[src/rtl/xs_pkg.sv]
package xs_pkg;
  localparam int INSN_W = 32;
  localparam int IMM_W  = 16;
  localparam int NREG   = 16;
  localparam int RIDX_W = $clog2(NREG);

  typedef enum logic [3:0] {
    OP_WAIT  = 4'b0000,
    OP_LOAD  = 4'b0010,
    OP_MOVE  = 4'b1000,
    OP_BURST = 4'b1001
  } op_e;

  typedef struct packed {
    logic [3:0]        op;
    logic [RIDX_W-1:0] rd;
    logic [RIDX_W-1:0] rs1;
    logic [RIDX_W-1:0] rs2;
    logic [IMM_W-1:0]  imm;
  } insn_t;

  typedef enum logic [2:0] {
    ST_IDLE,
    ST_EXEC,
    ST_WAIT,
    ST_BURST,
    ST_DRAIN
  } st_e;
endpackage

[src/rtl/xs_regfile.sv]
module xs_regfile #(
  parameter  int W  = 16,
  parameter  int N  = 16,
  localparam int IW = $clog2(N)
) (
  input  logic          clk,
  input  logic          rst_n,
  input  logic          we_i,
  input  logic [IW-1:0] waddr_i,
  input  logic [W-1:0]  wdata_i,
  input  logic [IW-1:0] ra_a_i,
  input  logic [IW-1:0] ra_b_i,
  input  logic [IW-1:0] ra_c_i,
  output logic [W-1:0]  rd_a_o,
  output logic [W-1:0]  rd_b_o,
  output logic [W-1:0]  rd_c_o
);
  logic [W-1:0] regs_q [N];
  logic [N-1:0] row_we;

  // Per-row write enables; row 0 never enabled so it stays zero.
  generate
    for (genvar g = 0; g < N; g++) begin : g_we
      if (g == 0) begin : g_zero
        assign row_we[g] = 1'b0;
      end else begin : g_row
        assign row_we[g] = we_i && (waddr_i == IW'(g));
      end
    end
  endgenerate

  always_ff @(posedge clk or negedge rst_n) begin
    if (!rst_n) begin
      for (int i = 0; i < N; i++) regs_q[i] <= '0;
    end else begin
      for (int i = 0; i < N; i++) begin
        if (row_we[i]) regs_q[i] <= wdata_i;
      end
    end
  end

  assign rd_a_o = regs_q[ra_a_i];
  assign rd_b_o = regs_q[ra_b_i];
  assign rd_c_o = regs_q[ra_c_i];
endmodule

[src/rtl/xs_ctrl.sv]
module xs_ctrl
  import xs_pkg::*;
#(
  parameter int PC_W  = 6,
  parameter int CNT_W = 16
) (
  input  logic             clk,
  input  logic             rst_n,
  input  logic             start_i,
  input  logic [3:0]       op_i,
  input  logic [CNT_W-1:0] imm_i,
  output logic [PC_W-1:0]  pc_o,
  output logic             busy_o,
  output logic             ld_we_o,
  output logic             issue_first_o,
  output logic             issue_next_o
);
  localparam logic [CNT_W-1:0] CNT_ONE = CNT_W'(1);
  localparam logic [PC_W-1:0]  PC_ONE  = PC_W'(1);

  st_e              st_q, st_d;
  logic [PC_W-1:0]  pc_q, pc_d;
  logic [CNT_W-1:0] cnt_q, cnt_d;
  logic             pc_en, cnt_en;

  always_comb begin
    st_d          = st_q;
    pc_d          = pc_q;
    cnt_d         = cnt_q;
    ld_we_o       = 1'b0;
    issue_first_o = 1'b0;
    issue_next_o  = 1'b0;
    if (start_i) begin
      st_d = ST_EXEC;
      pc_d = '0;
    end else begin
      case (st_q)
        ST_EXEC: begin
          case (op_e'(op_i))
            OP_WAIT: begin
              if (imm_i == '0) begin
                st_d = ST_IDLE;
              end else if (imm_i == CNT_ONE) begin
                pc_d = pc_q + PC_ONE;
              end else begin
                cnt_d = imm_i - CNT_ONE;
                st_d  = ST_WAIT;
              end
            end
            OP_LOAD: begin
              ld_we_o = 1'b1;
              pc_d    = pc_q + PC_ONE;
            end
            OP_MOVE: begin
              issue_first_o = 1'b1;
              st_d          = ST_DRAIN;
            end
            OP_BURST: begin
              if (imm_i == '0) begin
                pc_d = pc_q + PC_ONE;
              end else begin
                issue_first_o = 1'b1;
                cnt_d         = imm_i - CNT_ONE;
                st_d          = (imm_i == CNT_ONE) ? ST_DRAIN : ST_BURST;
              end
            end
            default: pc_d = pc_q + PC_ONE;
          endcase
        end
        ST_WAIT: begin
          if (cnt_q == CNT_ONE) begin
            st_d = ST_EXEC;
            pc_d = pc_q + PC_ONE;
          end else begin
            cnt_d = cnt_q - CNT_ONE;
          end
        end
        ST_BURST: begin
          issue_next_o = 1'b1;
          cnt_d        = cnt_q - CNT_ONE;
          if (cnt_q == CNT_ONE) st_d = ST_DRAIN;
        end
        ST_DRAIN: begin
          st_d = ST_EXEC;
          pc_d = pc_q + PC_ONE;
        end
        default: st_d = ST_IDLE;
      endcase
    end
  end

  assign pc_en  = (pc_d != pc_q);
  assign cnt_en = (cnt_d != cnt_q);

  always_ff @(posedge clk or negedge rst_n) begin
    if (!rst_n) begin
      st_q  <= ST_IDLE;
      pc_q  <= '0;
      cnt_q <= '0;
    end else begin
      st_q <= st_d;
      if (pc_en)  pc_q  <= pc_d;
      if (cnt_en) cnt_q <= cnt_d;
    end
  end

  assign pc_o   = pc_q;
  assign busy_o = (st_q != ST_IDLE);
endmodule

[src/rtl/xs_agen.sv]
module xs_agen #(
  parameter int AW = 16
) (
  input  logic          clk,
  input  logic          rst_n,
  input  logic          first_i,
  input  logic          next_i,
  input  logic [AW-1:0] src_base_i,
  input  logic [AW-1:0] dst_base_i,
  input  logic [AW-1:0] stride_i,
  output logic          rd_en_o,
  output logic [AW-1:0] rd_addr_o,
  output logic          wr_en_o,
  output logic [AW-1:0] wr_addr_o
);
  logic [AW-1:0] src_q, dst_q, stp_q, wa_q;
  logic          wv_q;
  logic [AW-1:0] cur_dst, cur_stp;
  logic          step;

  assign step      = first_i | next_i;
  assign rd_en_o   = step;
  assign rd_addr_o = first_i ? src_base_i : src_q;
  assign cur_dst   = first_i ? dst_base_i : dst_q;
  assign cur_stp   = first_i ? stride_i   : stp_q;

  always_ff @(posedge clk or negedge rst_n) begin
    if (!rst_n) begin
      src_q <= '0;
      dst_q <= '0;
      stp_q <= '0;
      wa_q  <= '0;
      wv_q  <= 1'b0;
    end else begin
      wv_q <= step;
      if (step) begin
        src_q <= rd_addr_o + cur_stp;
        dst_q <= cur_dst + cur_stp;
        stp_q <= cur_stp;
        wa_q  <= cur_dst;
      end
    end
  end

  assign wr_en_o   = wv_q;
  assign wr_addr_o = wa_q;
endmodule

[src/rtl/xfer_seq.sv]
module xfer_seq
  import xs_pkg::*;
#(
  parameter  int IMEM_DEPTH = 64,
  parameter  int DATA_W     = 32,
  localparam int PC_W       = $clog2(IMEM_DEPTH),
  localparam int AW         = IMM_W
) (
  input  logic              clk,
  input  logic              rst_n,
  input  logic              start_i,
  output logic [PC_W-1:0]   imem_addr_o,
  input  logic [INSN_W-1:0] imem_data_i,
  output logic              ob_rd_en_o,
  output logic [AW-1:0]     ob_addr_o,
  input  logic [DATA_W-1:0] ob_data_i,
  output logic              ib_wr_en_o,
  output logic [AW-1:0]     ib_addr_o,
  output logic [DATA_W-1:0] ib_data_o,
  output logic              busy_o
);
  logic [1:0] rst_sync_q;
  logic       rst_core_n;

  always_ff @(posedge clk or negedge rst_n) begin
    if (!rst_n) rst_sync_q <= 2'b00;
    else        rst_sync_q <= {rst_sync_q[0], 1'b1};
  end
  assign rst_core_n = rst_sync_q[1];

  insn_t         ins;
  logic [AW-1:0] rs1_val, rd_val, rs2_val;
  logic          ld_we, issue_first, issue_next, is_move;
  logic [AW-1:0] src_base, dst_base, stride, ofs;

  assign ins = insn_t'(imem_data_i);

  xs_ctrl #(.PC_W(PC_W), .CNT_W(IMM_W)) u_ctrl (
    .clk          (clk),
    .rst_n        (rst_core_n),
    .start_i      (start_i),
    .op_i         (ins.op),
    .imm_i        (ins.imm),
    .pc_o         (imem_addr_o),
    .busy_o       (busy_o),
    .ld_we_o      (ld_we),
    .issue_first_o(issue_first),
    .issue_next_o (issue_next)
  );

  xs_regfile #(.W(AW), .N(NREG)) u_rf (
    .clk    (clk),
    .rst_n  (rst_core_n),
    .we_i   (ld_we),
    .waddr_i(ins.rd),
    .wdata_i(ins.imm),
    .ra_a_i (ins.rs1),
    .ra_b_i (ins.rd),
    .ra_c_i (ins.rs2),
    .rd_a_o (rs1_val),
    .rd_b_o (rd_val),
    .rd_c_o (rs2_val)
  );

  assign is_move  = (ins.op == OP_MOVE);
  assign ofs      = is_move ? ins.imm : '0;
  assign src_base = rs1_val + ofs;
  assign dst_base = rd_val + ofs;
  assign stride   = is_move ? '0 : rs2_val;

  xs_agen #(.AW(AW)) u_agen (
    .clk       (clk),
    .rst_n     (rst_core_n),
    .first_i   (issue_first),
    .next_i    (issue_next),
    .src_base_i(src_base),
    .dst_base_i(dst_base),
    .stride_i  (stride),
    .rd_en_o   (ob_rd_en_o),
    .rd_addr_o (ob_addr_o),
    .wr_en_o   (ib_wr_en_o),
    .wr_addr_o (ib_addr_o)
  );

  assign ib_data_o = ob_data_i;
endmodule

[config.mk]
export PLATFORM = sky130hd
export DESIGN_NAME = xfer_seq
export DESIGN_NICKNAME = d
export VERILOG_FILES = /design/src/rtl/xs_pkg.sv /design/src/rtl/xs_regfile.sv /design/src/rtl/xs_ctrl.sv /design/src/rtl/xs_agen.sv /design/src/rtl/xfer_seq.sv
export SDC_FILE = /design/constraint.sdc
export NUM_CORES = 1
export LEC_CHECK = 0
export CORE_MARGIN = 10
export CORE_UTILIZATION = 30
export DETAILED_ROUTE_END_ITERATION = 10
export RECOVER_POWER = 25
export SETUP_SLACK_MARGIN = 0.05
export SLEW_MARGIN = 25
export SYNTH_ARGS = -nofsm -noshare
export SYNTH_HDL_FRONTEND = slang
export SYNTH_SLANG_ARGS = --single-unit
[constraint.sdc]
create_clock -name clk -period 13.03 [get_ports clk]
set_clock_uncertainty 0.05 [all_clocks]
set_input_delay 2.606 -clock clk [delete_from_list [all_inputs] [get_ports clk]]
set_output_delay 2.606 -clock clk [all_outputs]
set_load 0.005 [all_outputs]
==> results.yml, run 1 <==
outcome:
  status: "complete, but fails checks"
  violations: "max-capacitance violations, max-slew violations"
routing:
  met2WireLength_um: 32000
  post_drt_via_cell_ratio: 5.74
  vias: 16800
  wire_per_inst_um: 23.8
  firstDrtPassIters: 5
  drtIter0Drc: 1522
  wl_met3_um: 6490
  wl_um: 69400
  ant_nets: 0
  wl_met1_um: 28600
  top_layer: "met5"
  drcViolationCount: 0
timing:
  fin_crit_ns: 10.16
  max_freq_mhz: 98.5
  fin_ws_ns: 2.87
  setup_viol: 0
  worstMarginPinSlew_ns: 4.16
  finalCritPeriodShare_pct: 77.9
  final.setup.tns_ns: 0
  finalHoldViolations: 0
  slew_viol_final: 195
  rsz0062_at_grt: "false"
  slew_headroom_pct: -177
cells_and_area:
  diodes: 0
  fillers: 7318
  seqCellArea_um2: 8310
  multi_input_area_um2: 13300
  drive_gt1_share_pct: 31.6
  fin_nets: 2048
  syn_to_final_growth_pct: 13.1
critical_path:
  critical_path.top_delay_family: "buffers and inverters"
  rr_startpoint: "rst_sync_q[1]"
  rr_worst_depth: 1
  worst-path-buf-inv: 3
  setup.worst_path.class: "input pin to output pin"
  regToRegSetupSlack_ns: 6.76
  end_kind: "output pin"
  path_cells: "buf_4 -> buf_4 -> mux4_2 -> mux4_2 -> ha_1 -> ha_1 -> a21o_1 -> a221o_1 -> nand3_1 -> a21o_1 -> a211o_1 -> o21ai_0 -> a21oi_1 -> xor2_1 -> o21ai_0 -> clkdlybuf4s50_1"
  arrival_ns: 7.50
  cp_slowest_stage_delay_ns: 0.60
  cp_data_required_time_ns: 10.37
  cpMaxStageDelayCell: "clkdlybuf4s50_1"
  worst-path-max-fanout: 36
  r2r-end: "u_agen.dst_q[0]"
  worstSetupStartpointType: "input pin"
logic_synthesis:
  async_flop_share_pct: 100
  synth_xor_area_share_pct: 2.96
  synthTopCellsByArea: "dfrtp_1 37%, mux4_2 18%, mux2_2 14%"
  synth_compound_area_share_pct: 9.20
  yosysSeqAreaShare_pct: 37.0
  synthMuxAreaShare_pct: 33.7
  syn-cell-area_um2: 22500
  yosys.area.top_type: "dfrtp_1"
  synth_commonest_cells: "332 x dfrtp_1, 287 x mux2_2, 189 x nand2_1"
  yosysUniqueCellTypes: 74
  yosysWarnings: 0
  synth.most_common_cell: "dfrtp_1"
  synth_top_family_by_area: "multiplexers"
  synth_enable_flop_cells: 0
  avgSynthCellArea_um2: 11.6
  synth-simple-area-share_pct: 9.25
  dominantRegCellSynth: "dfrtp_1"
  ys_seq_elements: 332
  synthAdderAreaFrac_pct: 3.71
  synth_nets: 2061
  synth.top_cell.area_share_pct: 37.0
  synthCells: 1931
floorplanning:
  die_h_um: 294
  io_pins: 140
  rows: 100
  die_width_um: 294
  core_um2: 74300
  die_area_um2: 86300
  start_util_pct: 30.2
run:
  cap_viol_max_count: 3
clock_tree:
  cts_buffers: 41
  clockBufferDepth: 3
  clk_latency_ns: 0.57
  postCtsSetupBuffers: 0
  cts_tree: "done"
  clock-sinks: 332
  cts-resized-gates: 0
  h-tree-depth: 2
  cts.clk_slew.worst_paths_ns: 0.06
  cts_root_buf: "clkbuf_16"
  cts_hold_buf: 0
grt:
  gr-usage-all-layers_pct: 15.9
  grt_max_degree: 76
  grt_pass1_wl_um: 107000
  grt_pass1_vias: 17300
  antenna_found_initial: 3
  grt_overflow: 0
place:
  gp_congestion: 0.873
  dp_hpwl_um: 46000
  numPortBuffers: 75
  post-place-ws_ns: 2.80
hold_path:
  worstHoldPathType: "register to register"
  hold_start: "rst_sync_q[0]"
  holdPathStages: 0
  holdPathEnd: "rst_sync_q[1]"
power_and_ir_drop:
  ir_drop_uv: 100
  p_leak_nw: 11.2
  powerDensity_nw_per_um2: 122
stage by stage:
stage	utilization (%)	total power [W]	hold slack, ns	instance area (um2)	instances
final	34.2	0.00311	0.303	25400	2917
after global routing	34.2	0.00327	0.312	25400	2917
after CTS	34.2	0.00314	0.308	25400	2916
after detailed placement	32.3	0.00193	0.293	24000	2843
after global placement	32.3	0.00190	0.287	24000	2843
after floorplan	-	0.00168	0.281	22500	1931
registers in the layout, indices dropped and copies added, names as in the netlist:
register,cells
u_agen.dst_q,16
rst_sync_q,2
u_agen.wr_en_o,1
u_ctrl.st_q,3
u_agen.stp_q,16
u_ctrl.cnt_q,16
u_ctrl.pc_o,6
u_rf.regs_q,240
u_agen.src_q,16
u_agen.wr_addr_o,16
cell type report:
type | count | share of cell area, %
multi-input combinational | 1390 | 52.4
sequential | 332 | 32.7
tap | 969 | 4.77
clock buffer | 57 | 4.67
timing repair buffer | 119 | 4.13
clock inverter | 16 | 0.817
inverter | 34 | 0.502
how the worst max path moves through the flow:
stage,slack [ns],to,start,cells past startpoint
floorplan,3.04,u_agen.dst_q[0],rst_sync_q[1],0
global placement,2.83,ob_addr_o[14],imem_data_i[20],16
detailed placement,2.80,ob_addr_o[14],imem_data_i[20],16
CTS,2.80,ob_addr_o[14],imem_data_i[20],16
global route,2.51,ob_addr_o[14],imem_data_i[20],16
finish,2.87,ob_addr_o[14],imem_data_i[20],16
layout by cell type (no fill, tap or decap), types with 5 or more instances in the layout:
| cell type | n |
|---|---|
| a22o_1 | 44 |
| a221oi_1 | 8 |
| xor2_1 | 33 |
| clkinv_2 | 6 |
| or2_2 | 6 |
| a22oi_1 | 5 |
| xnor2_1 | 43 |
| nor2_4 | 9 |
| clkbuf_1 | 9 |
| mux4_2 | 179 |
| mux4_1 | 7 |
| and3_1 | 9 |
| mux2_2 | 287 |
| a21o_1 | 14 |
| a211oi_1 | 10 |
| inv_1 | 34 |
| clkbuf_8 | 8 |
| o211ai_1 | 5 |
| o22ai_1 | 9 |
| nand2_1 | 189 |
| dfrtp_1 | 332 |
| or3_1 | 8 |
| clkbuf_16 | 42 |
| o31ai_1 | 11 |
| and2_1 | 17 |
| mux2i_1 | 13 |
| clkdlybuf4s50_1 | 67 |
| nand3_1 | 34 |
| a21boi_0 | 8 |
| a31oi_1 | 7 |
| o21ai_0 | 74 |
| nand2b_1 | 11 |
| a21oi_1 | 67 |
| nor3_1 | 32 |
| ha_1 | 61 |
| o21a_1 | 11 |
| buf_4 | 44 |
| nor2b_1 | 21 |
| nor2_1 | 83 |
logic make-up (layout without fill, tap and decap cells):
group           after synthesis  after routing
mux                         486            486
simple gates                452            452
flops                       332            332
compound gates              309            309
buf+inv                     209            226
xor+xnor                     76             76
fa+ha+maj                    66             66
other cells                   1              1
report_power, final:
group	leakage, nW	total (W)	switching [W]	internal, W
clock network	0.684	0.00120	0.000483	0.000718
logic	6.00	0.000682	0.000357	0.000325
registers	4.48	0.00123	0.0000907	0.00114
metal layers:
metal,track usage [%],vias to the layer above
met3,5.09,165
met5,0,-
met4,5.72,2
met1,20.0,8623
met2,25.5,749
li1,-,7212
Power figures use the tool's default switching activity.
==> inputs of run 2 (changes only) <==
==> constraint.sdc (replaced) <==
create_clock -name clk -period 9.8 [get_ports clk]
set_clock_uncertainty 0.05 [all_clocks]
set_input_delay 1.96 -clock clk [delete_from_list [all_inputs] [get_ports clk]]
set_output_delay 1.96 -clock clk [all_outputs]
set_load 0.005 [all_outputs]
==> results.yml, run 2 (synthesis gave the netlist of run 1 again) <==
power_and_ir_drop:
  p_leak_nw: 11.3
  ir_drop_uv: 116
  powerDensity_nw_per_um2: 166
  power_w: 0.00425
grt:
  gr-usage-all-layers_pct: 16.0
  grt_overflow: 0
  grt_pass1_vias: 17100
  antenna_found_initial: 0
  grt_max_degree: 185
  grt_pass1_wl_um: 107000
clock_tree:
  cts-resized-gates: 0
  clockBufferDepth: 3
  cts.clk_slew.worst_paths_ns: 0.06
  cts_root_buf: "clkbuf_16"
  h-tree-depth: 2
  cts_buffers: 40
  cts_tree: "done"
  clock-sinks: 332
  clk_latency_ns: 0.56
  postCtsSetupBuffers: 0
  cts_hold_buf: 0
cells_and_area:
  layout_common_cells: "331 x dfrtp_1, 287 x mux2_2, 188 x nand2_1"
  multi_input_area_um2: 13300
  final_common_cell: "dfrtp_1"
  diodes: 0
  fin_nets: 2060
  syn_to_final_growth_pct: 13.8
  drive_gt1_share_pct: 32.2
  largest_register: "u_rf.regs_q"
  fin_cells: 2925
  fillers: 7256
  largest_register_ffs: 240
  seqCellArea_um2: 8310
timing:
  final.setup.tns_ns: 0
  fin_crit_ns: 8.55
  max_freq_mhz: 117
  worstMarginPinSlew_ns: 4.79
  slew_viol_final: 187
  finalCritPeriodShare_pct: 87.2
  finalHoldViolations: 0
  rsz0062_at_grt: "false"
  slew_headroom_pct: -219
  setup_viol: 0
critical_path:
  cp_data_required_time_ns: 7.79
  path_cells: "buf_4 -> nor2b_1 -> buf_4 -> a22o_1 -> mux4_2 -> ha_1 -> and2_1 -> a41oi_1 -> o211a_1 -> o21bai_1 -> a21o_1 -> a21oi_1 -> xor2_1 -> o21ai_0 -> clkdlybuf4s50_1"
  worst-path-buf-inv: 3
  worst-path-max-fanout: 51
  arrival_ns: 6.54
  cp_slowest_stage_delay_ns: 0.67
  path_common_cell: "buf_4"
  worstSetupStartpointType: "input pin"
  critical_path.top_delay_family: "compound AO/OA/AOI/OAI gates"
  cpMaxStageDelayCell: "buf_4"
  end_kind: "output pin"
  setup.worst_path.class: "input pin to output pin"
routing:
  ant_nets: 0
  vias: 16600
  drtIter0Drc: 1534
  firstDrtPassIters: 5
  post_drt_via_cell_ratio: 5.69
  drcViolationCount: 0
  wl_um: 69300
  wire_per_inst_um: 23.7
outcome:
  status: "complete, but fails checks"
  violations: "max-capacitance violations, max-slew violations"
floorplanning:
  io_pins: 140
  die_area_um2: 86300
  core_um2: 74300
  die_width_um: 294
  start_util_pct: 30.2
  rows: 100
  die_h_um: 294
place:
  dp.cells: 2856
  gp_congestion: 0.836
  numPortBuffers: 75
  dp_hpwl_um: 47000
run:
  cap_viol_max_count: 2
hold_path:
  worstHoldPathType: "register to register"
[run 2: path summary, 6_finish.rpt]
path / slack [ns] / startpoint / endpoint / cells after the start
setup / recovery: 1.25 / imem_data_i[20] / ob_addr_o[11] / 15
hold / removal: 0.30 / rst_sync_q[0] / rst_sync_q[1] / 0
setup reg to reg: 2.89 / rst_sync_q[1] / u_rf.regs_q[215] / 3
hold reg to reg: 0.30 / rst_sync_q[0] / rst_sync_q[1] / 0
max in group asynchronous: 2.89 / rst_sync_q[1] / u_rf.regs_q[215] / 3
min in group asynchronous: 1.57 / rst_n / rst_sync_q[1] / 1
[run 2: per-layer routing]
| metal | vias up | part of all wire, % | GRT usage, % |
|---|---|---|---|
| met5 | - | 0 | 0 |
| met4 | 0 | 3.0 | 5.70 |
| li1 | 7222 | - | - |
| met1 | 8565 | 43 | 21.3 |
| met3 | 144 | 8.5 | 3.56 |
| met2 | 701 | 46 | 25.2 |
[run 2: layout make-up]
cell class / instances / share of cell area (%)
Sequential cell: 332 / 32.5
Timing Repair Buffer: 132 / 4.49
Tap cell: 969 / 4.74
Clock buffer: 50 / 4.42
Multi-Input combinational cell: 1390 / 52.0
Clock inverter: 18 / 1.37
Inverter: 34 / 0.499
[run 2: report_power, final]
part	total, W	internal [W]	leakage, nW	switching (W)
combinational	0.000913	0.000433	6.07	0.000480
sequential	0.00163	0.00152	4.48	0.000118
clock	0.00170	0.00108	0.727	0.000629
[run 2: stage by stage]
| step | hold slack (ns) | utilization (%) | cell area, um2 | worst slack (ns) |
|---|---|---|---|---|
| CTS | 0.307 | 34.4 | 25600 | 1.27 |
| floorplan | 0.281 | - | 22500 | 1.64 |
| finish | 0.302 | 34.4 | 25600 | 1.25 |
| global route | 0.328 | 34.4 | 25600 | 0.985 |
| detailed placement | 0.294 | 32.4 | 24100 | 1.26 |
| global placement | 0.287 | 32.4 | 24100 | 1.27 |
